File: src/rtl/rdpar_pkg.sv
package rdpar_pkg;
   localparam int STAT_W   = 2;
   localparam int STAT_DET = 0;
   localparam int STAT_DPD = 1;

   typedef struct packed {
      logic dpd;
      logic det;
   } rdpar_stat_t;
endpackage

File: src/rtl/rdpar_parity_tree.sv
module rdpar_parity_tree #(
   parameter int AD_W    = 32,
   parameter int BE_W    = 4,
   parameter bit ODD_PAR = 1'b0
) (
   input  logic [AD_W-1:0] ad,
   input  logic [BE_W-1:0] cbe_n,
   input  logic            par,
   output logic            bad
);
   localparam int LANE_W = AD_W / BE_W;

   if (AD_W % BE_W != 0) begin : g_lane_bad
      $error("AD_W must be a multiple of BE_W");
   end

   logic [BE_W-1:0] lane_x;

   for (genvar g = 0; g < BE_W; g++) begin : g_lane
      assign lane_x[g] = (^ad[g*LANE_W +: LANE_W]) ^ cbe_n[g];
   end

   logic sum_x;
   assign sum_x = (^lane_x) ^ par;

   if (ODD_PAR) begin : g_odd
      assign bad = ~sum_x;
   end else begin : g_even
      assign bad = sum_x;
   end
endmodule

File: src/rtl/rdpar_capture.sv
module rdpar_capture #(
   parameter int AD_W = 32,
   parameter int BE_W = 4
) (
   input  logic            clk,
   input  logic            rst_n,
   input  logic [AD_W-1:0] ad_i,
   input  logic [BE_W-1:0] cbe_n_i,
   input  logic            par_i,
   input  logic            irdy_n_i,
   input  logic            trdy_n_i,
   input  logic            rd_phase_i,
   output logic            chk_valid,
   output logic [AD_W-1:0] ad_q,
   output logic [BE_W-1:0] cbe_q,
   output logic            fwd_valid_o,
   output logic [AD_W-1:0] fwd_ad_o,
   output logic [BE_W-1:0] fwd_cbe_n_o,
   output logic            fwd_par_o
);
   logic xfer;
   assign xfer = !irdy_n_i && !trdy_n_i && rd_phase_i;

   always_ff @(posedge clk or negedge rst_n) begin
      if (!rst_n) begin
         chk_valid <= 1'b0;
         ad_q      <= '0;
         cbe_q     <= '0;
      end else begin
         chk_valid <= xfer;
         if (xfer) begin
            ad_q  <= ad_i;
            cbe_q <= cbe_n_i;
         end
      end
   end

   always_ff @(posedge clk or negedge rst_n) begin
      if (!rst_n) begin
         fwd_valid_o <= 1'b0;
         fwd_ad_o    <= '0;
         fwd_cbe_n_o <= '0;
         fwd_par_o   <= 1'b0;
      end else begin
         fwd_valid_o <= chk_valid;
         if (chk_valid) begin
            fwd_ad_o    <= ad_q;
            fwd_cbe_n_o <= cbe_q;
            fwd_par_o   <= par_i;
         end
      end
   end


   no_check_without_xfer_chk: assert property (@(posedge clk) disable iff (!rst_n)
      (irdy_n_i || trdy_n_i || !rd_phase_i) |=> !chk_valid);


   fwd_follows_capture_chk: assert property (@(posedge clk) disable iff (!rst_n)
      chk_valid |=> (fwd_valid_o && fwd_ad_o == $past(ad_q) && fwd_par_o == $past(par_i)));
endmodule

File: src/rtl/rdpar_perr_drv.sv
module rdpar_perr_drv #(
   parameter bit RELEASE_CYC = 1'b1
) (
   input  logic clk,
   input  logic rst_n,
   input  logic fire,
   output logic perr_n_o,
   output logic perr_oe_o
);
   logic lo_q;
   logic oe_q;
   logic oe_next;

   if (RELEASE_CYC) begin : g_rel
      assign oe_next = fire || lo_q;
   end else begin : g_norel
      assign oe_next = fire;
   end

   always_ff @(posedge clk or negedge rst_n) begin
      if (!rst_n) begin
         lo_q <= 1'b0;
         oe_q <= 1'b0;
      end else begin
         lo_q <= fire;
         oe_q <= oe_next;
      end
   end

   assign perr_n_o  = ~lo_q;
   assign perr_oe_o = oe_q;


   low_implies_drive_chk: assert property (@(posedge clk) disable iff (!rst_n)
      !perr_n_o |-> perr_oe_o);

   if (RELEASE_CYC) begin : g_rel_chk

      release_high_chk: assert property (@(posedge clk) disable iff (!rst_n)
         $rose(perr_n_o) |-> perr_oe_o);

      release_end_chk: assert property (@(posedge clk) disable iff (!rst_n)
         (perr_oe_o && perr_n_o && !fire) |=> !perr_oe_o);
   end
endmodule

File: src/rtl/rdpar_status.sv
module rdpar_status
   import rdpar_pkg::*;
(
   input  logic              clk,
   input  logic              rst_n,
   input  logic              set_det,
   input  logic              set_dpd,
   input  logic              wr,
   input  logic [STAT_W-1:0] wdata,
   output rdpar_stat_t       stat
);
   logic [STAT_W-1:0] set_vec;
   logic [STAT_W-1:0] clr_vec;
   logic [STAT_W-1:0] cur;
   logic [STAT_W-1:0] nxt;

   assign set_vec[STAT_DET] = set_det;
   assign set_vec[STAT_DPD] = set_dpd;
   assign clr_vec           = wr ? wdata : '0;

   for (genvar g = 0; g < STAT_W; g++) begin : g_bit
      assign nxt[g] = set_vec[g] || (cur[g] && !clr_vec[g]);
   end

   always_ff @(posedge clk or negedge rst_n) begin
      if (!rst_n) cur <= '0;
      else        cur <= nxt;
   end

   assign stat = rdpar_stat_t'(cur);


   det_sets_chk: assert property (@(posedge clk) disable iff (!rst_n)
      set_det |=> stat.det);

   det_clears_chk: assert property (@(posedge clk) disable iff (!rst_n)
      (wr && wdata[STAT_DET] && !set_det) |=> !stat.det);

   dpd_only_on_set_chk: assert property (@(posedge clk) disable iff (!rst_n)
      $rose(stat.dpd) |-> $past(set_dpd));

   sticky_chk: assert property (@(posedge clk) disable iff (!rst_n)
      (!wr && stat.det) |=> stat.det);
endmodule

File: src/rtl/rdpar_reporter.sv
module rdpar_reporter
   import rdpar_pkg::*;
#(
   parameter int AD_W        = 32,
   parameter int BE_W        = 4,
   parameter bit ODD_PAR     = 1'b0,
   parameter bit RELEASE_CYC = 1'b1
) (
   input  logic              clk,
   input  logic              rst_n,
   input  logic [AD_W-1:0]   ad_i,
   input  logic [BE_W-1:0]   cbe_n_i,
   input  logic              par_i,
   input  logic              irdy_n_i,
   input  logic              trdy_n_i,
   input  logic              rd_phase_i,
   input  logic              perr_resp_en_i,
   input  logic              peer_perr_n_i,
   input  logic              stat_wr_i,
   input  logic [STAT_W-1:0] stat_wdata_i,
   output logic              perr_n_o,
   output logic              perr_oe_o,
   output logic [STAT_W-1:0] stat_o,
   output logic              fwd_valid_o,
   output logic [AD_W-1:0]   fwd_ad_o,
   output logic [BE_W-1:0]   fwd_cbe_n_o,
   output logic              fwd_par_o
);
   if (AD_W < 8 || BE_W < 1) begin : g_size_bad
      $error("AD_W must be at least 8 and BE_W at least 1");
   end

   logic            chk_valid;
   logic [AD_W-1:0] ad_q;
   logic [BE_W-1:0] cbe_q;
   logic            par_bad;
   logic            chk_err;
   logic            fire;
   rdpar_stat_t     stat;

   rdpar_capture #(.AD_W(AD_W), .BE_W(BE_W)) u_cap (
      .clk         (clk),
      .rst_n       (rst_n),
      .ad_i        (ad_i),
      .cbe_n_i     (cbe_n_i),
      .par_i       (par_i),
      .irdy_n_i    (irdy_n_i),
      .trdy_n_i    (trdy_n_i),
      .rd_phase_i  (rd_phase_i),
      .chk_valid   (chk_valid),
      .ad_q        (ad_q),
      .cbe_q       (cbe_q),
      .fwd_valid_o (fwd_valid_o),
      .fwd_ad_o    (fwd_ad_o),
      .fwd_cbe_n_o (fwd_cbe_n_o),
      .fwd_par_o   (fwd_par_o)
   );

   rdpar_parity_tree #(.AD_W(AD_W), .BE_W(BE_W), .ODD_PAR(ODD_PAR)) u_tree (
      .ad    (ad_q),
      .cbe_n (cbe_q),
      .par   (par_i),
      .bad   (par_bad)
   );

   assign chk_err = chk_valid && par_bad;
   assign fire    = chk_err && perr_resp_en_i;

   rdpar_perr_drv #(.RELEASE_CYC(RELEASE_CYC)) u_drv (
      .clk       (clk),
      .rst_n     (rst_n),
      .fire      (fire),
      .perr_n_o  (perr_n_o),
      .perr_oe_o (perr_oe_o)
   );

   rdpar_status u_stat (
      .clk     (clk),
      .rst_n   (rst_n),
      .set_det (chk_err),
      .set_dpd (fire),
      .wr      (stat_wr_i),
      .wdata   (stat_wdata_i),
      .stat    (stat)
   );

   assign stat_o = stat;


   perr_after_check_chk: assert property (@(posedge clk) disable iff (!rst_n)
      $fell(perr_n_o) |-> $past(chk_valid));

   no_perr_when_disabled_chk: assert property (@(posedge clk) disable iff (!rst_n)
      (chk_valid && !perr_resp_en_i) |=> perr_n_o);

   peer_perr_ignored_chk: assert property (@(posedge clk) disable iff (!rst_n)
      (!peer_perr_n_i && !chk_valid && !stat_wr_i) |=> $stable(stat_o));

   fwd_only_after_check_chk: assert property (@(posedge clk) disable iff (!rst_n)
      fwd_valid_o |-> $past(chk_valid));
endmodule

File: config.mk
export PLATFORM = sky130hd
export DESIGN_NAME = rdpar_reporter
export DESIGN_NICKNAME = d
export VERILOG_FILES = /design/src/rtl/rdpar_pkg.sv /design/src/rtl/rdpar_parity_tree.sv /design/src/rtl/rdpar_capture.sv /design/src/rtl/rdpar_perr_drv.sv /design/src/rtl/rdpar_status.sv /design/src/rtl/rdpar_reporter.sv
export SDC_FILE = /design/constraint.sdc
export NUM_CORES = 1
export LEC_CHECK = 0
export BUFFER_PORTS_ARGS = -buffer_cell sky130_fd_sc_hd__buf_2
export CORE_MARGIN = 1
export CORE_UTILIZATION = 55
export DETAILED_ROUTE_END_ITERATION = 10
export GPL_TIMING_DRIVEN = 0
export MAX_ROUTING_LAYER = met4
export PLACE_DENSITY = 0.83
export SLEW_MARGIN = 20
export SYNTH_ARGS = -nofsm -noshare
export SYNTH_HDL_FRONTEND = slang
export SYNTH_SLANG_ARGS = --single-unit
File: constraint.sdc
create_clock -name clk -period 4.15 [get_ports clk]
set_input_delay 0.6225 -clock clk [delete_from_list [all_inputs] [get_ports clk]]
set_output_delay 0.6225 -clock clk [all_outputs]
set_load 0.01 [all_outputs]
Word-level counts from Yosys, hierarchy flattened
Index checks and enable logic that the tools add are counted.
{"block": "totals", "word_cells": 35, "reg_bits": 79}
{"block": "op_classes", "n_reduce_logical": 18, "mux": 1, "bitwise_logic": 6}
{"op": "parity 8 bit", "n": 4}
{"op": "logical AND 1 bit", "n": 6}
{"op": "bitwise XOR 1 bit", "n": 5}
{"op": "zero test 1 bit", "n": 4}
{"op": "parity 4 bit", "n": 1}
{"op": "logical OR 1 bit", "n": 3}
{"op": "two-way mux 2 bit", "n": 1}
{"op": "NOT 1 bit", "n": 1}

Longest topological paths before layout
Gate-level depths: netlist of the first run.
{"block": "logic_depth", "ltp_word": 7, "ltp_mapped": 6}

Cells and area by module
Synthesis of the first run repeated with hierarchy kept, for this count alone.
{"block": "unflattened", "cells_unflattened": 204, "hier_area_um2": 3384.5}
{"module": "rdpar_capture", "area_per_inst_um2": 2919.0, "n_inst": 1, "cells_each": 157}
{"module": "rdpar_parity_tree", "area_per_inst_um2": 320.3, "n_inst": 1, "cells_each": 35}
{"module": "rdpar_status", "area_per_inst_um2": 72.6, "n_inst": 1, "cells_each": 6}
{"module": "rdpar_perr_drv", "area_per_inst_um2": 60.1, "n_inst": 1, "cells_each": 4}
{"module": "rdpar_reporter", "area_per_inst_um2": 12.5, "n_inst": 1, "cells_each": 2}

Least setup slack after synthesis of the first run
OpenSTA, ideal clock, no wires.
{"block": "synth_path", "path_type": "input to register", "start": "input port trdy_n_i", "end": "register u_cap.ad_q[10]", "path_slack_ps": 2175, "cell_stages": 4, "arrival_time_ps": 1850, "path_buffers": 2, "path_cell_list": "nor3b_1 > clkbuf_1 > clkbuf_1 > mux2_2"}
{"block": "synth_between", "elab_chain_len": 3}
{"element": "start, declared", "line_no": "rdpar_reporter.sv:15", "rtl": "input logic trdy_n_i,"}
{"element": "zero test 1 bit", "line_no": "rdpar_capture.sv:22", "rtl": "assign xfer = !irdy_n_i && !trdy_n_i && rd_phase_i;"}
{"element": "logical AND 1 bit (2 in series)", "line_no": "rdpar_capture.sv:22"}
{"element": "end signal, assigned", "line_no": "rdpar_capture.sv:32", "rtl": "ad_q <= ad_i;"}
{"element": "end, declared", "line_no": "rdpar_capture.sv:14", "rtl": "output logic [AD_W-1:0] ad_q,"}
Every way passes these cells.
A chain may end at the register's enable or synchronous reset.

Final worst setup path of the first run
{"block": "layout_path", "start": "input port trdy_n_i", "end": "register u_cap.ad_q[22]"}
The elaborated chain is that of the path after synthesis.

==> summary.md, run 1 <==
| Metric | Value |
|---|---|
| Highest-count cells in the layout ignoring fill and taps | 86 x buf_2, 79 x dfrtp_1, 73 x mux2_2, 24 x xnor2_1, 9 x clkbuf_8 |
| Global-route wire length before repair | roughly 9500 um |
| Crit path launch type | input port |
| Die ar. | 6190 um2 |
| Final Hold Fails | 0 |
| Post-Synthesis Cells | 202 |
| Largest net degree at the start of global routing | 42 |
| Outcome | finished clean |
| Ant. Diodes | 0 |
| Worst-Margin Slew | a little over 0.6 ns |
| DR WL/cell | 15.6 um |
| Power Density | roughly 650 nW/um2 |
| Core area | 5570 um2 |
| Fmax achieved | between 0.4 and 0.5 GHz |
| Final GP Congestion | roughly 0.74 |
| Via Count | 1922 |
| Clock Pin Slew Worst Setup and Hold Paths | ~0.07 ns |
| H-tree levels | 3 |
| Fin crit share | 0.494 |
| Slowest CP cell | clkbuf_1 |
| Cell area after layout | between 3000 and 4000 um2 |
| Max-cap violations | 0 |
| Clk Tree Root Cell | clkbuf_8 |
| Multi-input gate area | 1220 um2 |
| Net Count, Synth | about 250 |
| Final antenna-violating net count | 0 |
| Syn Std Cell Area | between 3000 and 4000 um2 |
| Seq cells post-synth | between 70 and 80 |
| Final nets | 348 |
| Pins over their slew limit | 0 |
| Total setup buffers inserted after CTS | 0 |
| Initial DRC count | 84 |
| CP max stage delay | 0.52 ns |
| CP Capture Type | flip-flop |
| Critical path arrival | about 2.3 ns |
| Min cycle time layout | just over 2 ns |
| Relative slew slack | 0.596 |
| Peak supply drop | 0.363 mV |
| Critical path peak fanout | 10 |
| WHS | between 0.2 and 0.3 ns |
| Number of global-route vias before repair | ~2000 |
| Commonest non-fill, non-tap cell in the layout | buf_2 |
| Leak Pwr | 1.86 nW |
| Tightest Hold Check Type | in -> async |
| Mean post-synth cell area | 16.0 um2 |
| Register area share after synthesis | 0.612 |
| Netlist cell types | 16 |
| Dpl ws | 1.69 ns |
| Core Util, Final | 0.716 |
| Starting Density | 0.580 |
| Clock sink count | 79 |
| Register area | approximately 2000 um2 |
| Inst Count DP | roughly 360 |
| Num rows | 27 |
| Residual DRC count | 0 |
| Crit path kind | in -> reg |
| 1st-pass router iterations | 4 |
| Final TNS setup | 0 ns |
| Fin cells | ~380 |
| Synth Warn # | 0 |
| CTS tree | yes |
| IO Port Bufs | between 80 and 90 |
| # setup viols final | 0 |
| Die Y | between 70 and 80 um |
| # IOs | 89 |
| RSZ-0062 raised after global routing | false |
| Die width | 78.7 um |
| Post-route setup slack | approximately 2.1 ns |
| Share of layout cells above drive strength 1 | 0.578 |
| Overflow after GRT | 0 |
| Via density | between 5 and 6 |
| CTS Buffer Depth | 2 |
| Hold buffer count at CTS | 0 |
| PnR Total Power | around 2.6 mW |
| Crit-path cells | buf_2 > nor3b_1 > clkbuf_1 > clkbuf_1 > mux2_2 |
| CTS resizes | 0 |
| Cell mode on critical path | clkbuf_1 |
| Fillers | between 400 and 500 |
| Area grow syn2layout | 23.5% |
| TritonCTS Buffers | 9 |
| Skew final | ~0.0078 ns |
| GRT Total Usage | 0.214 |
| DP HPWL | 4320 um |
| Insertion delay to the later sink of the worst-skew pair | ~0.34 ns |
| Initial antenna violation count | 0 |
| Dpl cell area | between 3000 and 4000 um2 |
| Post-Route WL | ~6000 um |
| Required @ worst endpoint | 4.38 ns |
[power by group]
group / leakage, nW / internal, mW / switching (mW)
Sequential: 0.951 / 0.962 / 0.121
Combinational: 0.811 / 0.523 / 0.383
Clock: 0.102 / 0.337 / 0.265
Total: 1.86 / 1.82 / 0.769
[logic make-up (layout without fill, tap and decap cells)]
logic type / count (synthesis) / after routing / share of synthesized area
AO/OA/AOI/OAI: 2 / 2 / 0.00503
XOR/XNOR: 32 / 32 / 0.104
buffers and inverters: 9 / 113 / 0.0104
multiplexers: 74 / 74 / 0.259
AND/OR/NAND/NOR: 6 / 6 / 0.0105
flip-flops: 79 / 79 / 0.612
[critical path, delay by kind of cell]
kind	cells	cell delay (ns)
mux	1	0.40
simple gates	1	0.18
buf+inv	3	1.07
[path summary, 6_finish.rpt]
check | endpoint | startpoint | slack (ns) | cells past startpoint
min reg2reg | u_drv.perr_oe_o | u_drv.lo_q | 0.46 | 1
max in group asynchronous | u_cap.fwd_cbe_n_o[2] | rst_n | 3.30 | 2
min in group clk | u_drv.perr_oe_o | u_drv.lo_q | 0.46 | 1
max | u_cap.ad_q[22] | trdy_n_i | 2.10 | 5
max reg2reg | u_stat.stat[0] | u_cap.ad_q[20] | 2.16 | 6
min | u_cap.ad_q[10] | rst_n | 0.25 | 1
[routing by layer]
layer	part of all wire	GRT usage	wire, um
met1	0.42	0.260	2440
met2	0.52	0.355	3060
met3	0.042	0.0314	245
met4	0.022	0.100	128
met5	0	-	0
[cell type report]
cell class / count / share of cell area
Sequential cell: 79 / 0.495
Multi-Input combinational cell: 114 / 0.306
Timing Repair Buffer: 88 / 0.115
Clock buffer: 10 / 0.0320
Tap cell: 72 / 0.0226
Clock inverter: 6 / 0.0213
Buffer: 8 / 0.00752
Inverter: 1 / 0.000940
[Yosys cell counts]
master	instances	share of area
a21o_1	1	0.0023
a22o_1	1	0.0027
buf_1	4	0.0046
clkbuf_1	4	0.0046
dfrtp_1	79	0.61
inv_1	1	0.0012
mux2_2	73	0.25
mux2i_2	1	0.0043
nand2_1	2	0.0023
nand3_1	1	0.0015
nand3b_1	1	0.0023
nor3b_1	1	0.0023
or2_1	1	0.0019
xnor2_1	24	0.065
xnor3_1	4	0.028
xor2_1	4	0.011
[registers in the layout, indices dropped and copies added (netlist names)]
| register | flops |
|---|---|
| u_cap.chk_valid | 1 |
| u_cap.fwd_cbe_n_o | 4 |
| u_cap.ad_q | 32 |
| u_cap.cbe_q | 4 |
| u_drv.perr_oe_o | 1 |
| u_cap.fwd_par_o | 1 |
| u_cap.fwd_valid_o | 1 |
| u_cap.fwd_ad_o | 32 |
| u_drv.lo_q | 1 |
| u_stat.stat | 2 |
No activity file was read; power rests on OpenSTA's default activity.
==> inputs of run 2 (changes only) <==
ABC_AREA = 1   (was unset)
CORE_UTILIZATION = 48   (was 55)
PLACE_DENSITY = 0.76   (was 0.83)
clock period = 1.7 ns   (was 4.15 ns; I/O delays follow)
==> summary.md, run 2 <==
| Metric | Value |
|---|---|
| Outcome | finished clean (unchanged) |
| DP HPWL | 5770 um (was 4320 um) |
| Critical path peak fanout | 5 (was 10) |
| Register area share after synthesis | 0.556 (was 0.612) |
| Via Count | 3053 (was 1922) |
| Max-cap violations | 0 (unchanged) |
| Ranking of synthesized cells by area | dfrtp_1 56%, nand2_1 18%, mux2_2 4.4% (was dfrtp_1 61%, mux2_2 25%, xnor2_1 6.5%) |
| Post-synthesis xor/xnor area fraction | 0.0222 (was 0.104) |
| H-tree levels | 3 (unchanged) |
| Area leader, netlist | dfrtp_1 (unchanged) |
| GRT Total Usage | 0.225 (was 0.214) |
| Share of layout cells above drive strength 1 | 0.318 (was 0.578) |
| Die width | 88.0 um (was 78.7 um) |
| Clock Pin Slew Worst Setup and Hold Paths | 0.08 ns (was 0.07 ns) |
| CTS Buffer Depth | 2 (unchanged) |
| Number of global-route vias before repair | 2883 (was 2008) |
| Ys async rst share | 1.00 (unchanged) |
| Core Util, Final | 0.625 (was 0.716) |
| Min cycle time layout | about 1.6 ns |
| Die Y | 88.0 um (was 78.7 um) |
| Initial DRC count | 161 (was 84) |
| CP Capture Type | flip-flop (unchanged) |
| Post-Route WL | 7810 um (was 5880 um) |
| TritonCTS Buffers | 9 (unchanged) |
| Synthesized-area fraction occupied by adder cells | 0 (unchanged) |
| Initial antenna violation count | 0 (unchanged) |
| Yosys top cell area share | 0.556 (was 0.612) |
| Worst-Margin Slew | 0.524 ns (was 0.605 ns) |
| Tightest Hold Check Type | in -> reg (was in -> async) |
| Residual DRC count | 0 (unchanged) |
| Inst Count DP | 613 (was 362) |
| Global-route wire length before repair | 12700 um (was 9500 um) |
| Mean post-synth cell area | 8.34 um2 (was 16.0 um2) |
| 1st-pass router iterations | 6 (was 4) |
| Dpl ws | 0.0762 ns (was 1.69 ns) |
| # IOs | 89 (unchanged) |
| Ant. Diodes | 0 (unchanged) |
| CTS tree | yes (unchanged) |
| Synth top cells by count | 167 x nand2_1, 79 x dfrtp_1, 38 x inv_1 (was 79 x dfrtp_1, 73 x mux2_2, 24 x xnor2_1) |
| Commonest non-fill, non-tap cell in the layout | nand2_1 (was buf_2) |
| Area grow syn2layout | 26.8% (was 23.5%) |
| Worst Hold Launch | ad_i[31] |
| Clk Tree Root Cell | clkbuf_8 (unchanged) |
| Power Density | 1340 nW/um2 (was 649 nW/um2) |
| Overflow after GRT | 0 (unchanged) |
| # setup viols final | 0 (unchanged) |
| Post-Synthesis Cells | 426 (was 202) |
| Syn Std Cell Area | 3550 um2 (was 3230 um2) |
| Critical path arrival | 1.85 ns (was 2.28 ns) |
| Leak Pwr | 2.43 nW (was 1.86 nW) |
| Final Hold Fails | 0 (unchanged) |
| Via density | 4.82 (was 5.08) |
| Skew final | 0.00784 ns (was 0.00776 ns) |
| DR WL/cell | 12.3 um (was 15.6 um) |
| Largest regs | u_cap.ad_q: 32 flops, u_cap.fwd_ad_o: 32 flops (unchanged) |
| Main combinational cell family by area after synthesis | simple AND/OR/NAND/NOR gates (was multiplexers) |
| Final antenna-violating net count | 0 (unchanged) |
| IO Port Bufs | 87 (unchanged) |
| Synth Area in Compound Gates | 0.0634 (was 0.00503) |
| Clock sink count | 79 (unchanged) |
| Crit path from | u_cap.ad_q[12] (was trdy_n_i) |
| Mux contribution to synthesized area | 0.0444 (was 0.259) |
| Main synth FF type | dfrtp_1 (unchanged) |
| Register area | 1980 um2 (about the same) |
| Net Count, Synth | 473 (was 249) |
| Fin cells | 634 (was 378) |
| Crit path launch type | flip-flop (was input port) |
| Insertion delay to the later sink of the worst-skew pair | 0.34 ns (about the same) |
| Multi-input gate area | 1420 um2 (was 1220 um2) |
| Relative slew slack | 0.651 (was 0.596) |
| Post-route setup slack | 0.125 ns (was 2.10 ns) |
| Crit path kind | reg -> reg (was in -> reg) |
| RSZ-0062 raised after global routing | true (was false) |
| Fmax achieved | between 0.6 and 0.7 GHz |
| Seq cells post-synth | 79 (unchanged) |
| Peak supply drop | 0.695 mV (was 0.363 mV) |
| Worst r2r src | u_cap.ad_q[12] (was u_cap.ad_q[20]) |
| Pins over their slew limit | 0 (unchanged) |
| Die ar. | 7750 um2 (was 6190 um2) |
| EDFF count, synth | 0 (unchanged) |
| Synth Warn # | 0 (unchanged) |
| Fin crit share | 0.926 |
| Starting Density | 0.493 (was 0.580) |
| Largest net degree at the start of global routing | 45 (was 42) |
| Final nets | 578 (was 348) |
| Core area | 7210 um2 (was 5570 um2) |
| Highest-count cells in the layout ignoring fill and taps | 156 x nand2_1, 89 x buf_2, 75 x dfrtp_1, 28 x nor2_1, 27 x inv_1 (was 86 x buf_2, 79 x dfrtp_1, 73 x mux2_2, 24 x xnor2_1, 9 x clkbuf_8) |
| Fillers | 648 (was 407) |
| Final GP Congestion | 0.761 (was 0.739) |
| Required @ worst endpoint | 1.98 ns (was 4.38 ns) |
| Top-count cell post-synth | nand2_1 (was dfrtp_1) |
| Simple-gate portion of the synthesized area | 0.254 (was 0.0105) |
| Num rows | 31 (was 27) |
| Netlist cell types | 20 (was 16) |
run 2: changes by cell type in the layout (fill, tap and decap cells not counted), moves of 6 or more:
cell / delta
inv_2: +13
nand2_2: +15
a21oi_1: +23
nand2_1: +154
nand3_1: +14
mux2_2: -59
inv_1: +26
xnor2_1: -19
o21ai_0: +22
nor2_1: +28
buf_4: +6
run 2: path summary, 6_finish.rpt:
kind                                     end  slack, ns  depth (start not counted)
max reg2reg                   u_stat.stat[0]       0.13                         15
min in group asynchronous  u_cap.fwd_ad_o[6]       0.41                          2
max                           u_stat.stat[0]       0.13                         15
max in group asynchronous     u_cap.ad_q[12]       0.70                          3
min                           u_cap.ad_q[31]       0.10                          3
min reg2reg                u_cap.fwd_valid_o       0.38                          0
run 2: cells by family after synthesis:
logic type / Yosys count
simple gates: 224
flops: 79
buf+inv: 55
compound gates: 45
mux: 14
xor+xnor: 9
run 2: critical path, stage by stage, from the launching register on:
cell and delay [ns]:
dfrtp_2 0.45, nand2_2 0.08, clkinv_1 0.06, nor2_2 0.09, nand2_1 0.05, nand2_1 0.08, nand2_2 0.08, nand2_2 0.07
nand2_2 0.06, nand2_1 0.06, nand2_1 0.06, nand2_2 0.09, inv_2 0.04, nand2_2 0.08, nand3_1 0.07, nand2_1 0.09
run 2: report_power, final:
group          leakage [nW]  total [mW]  internal, mW  switching (mW)
sequential            0.953        2.51          2.26           0.257
clock                 0.129        1.76          1.12           0.649
combinational          1.34        1.77         0.734            1.04
run 2: metal layers:
metal  GRT usage  share of wire
met5           -              0
met4      0.0572          0.013
met3      0.0745          0.062
met2       0.364           0.49
met1       0.274           0.44
run 2: per-stage QoR:
stage	cell area, um2	TNS [ns]	hold slack (ns)	total power, mW
finish	4510	0	0.104	6.05
global route	4510	-0.0802	0.0875	6.45
CTS	4400	0	0.0899	5.93
detailed placement	4140	0	0.243	4.15
global placement	4110	-13.08	0.356	4.07
floorplan	3550	0	-0.0406	3.59
run 2: layout make-up:
type	instances	area share
plain buffers	14	0.0139
flip-flops and latches	79	0.440
well taps	99	0.0275
inverters	41	0.0341
clock buffers	9	0.0275
multi-input cells	292	0.315
clock inverters	6	0.0297
repair buffers	94	0.112
run 2: repair_timing:
item	in CTS	in global routing
hold endpoints to repair	35	0
hold buffers	1	0
gates resized for setup	0	37
setup buffers	0	5
setup endpoints to repair	0	24
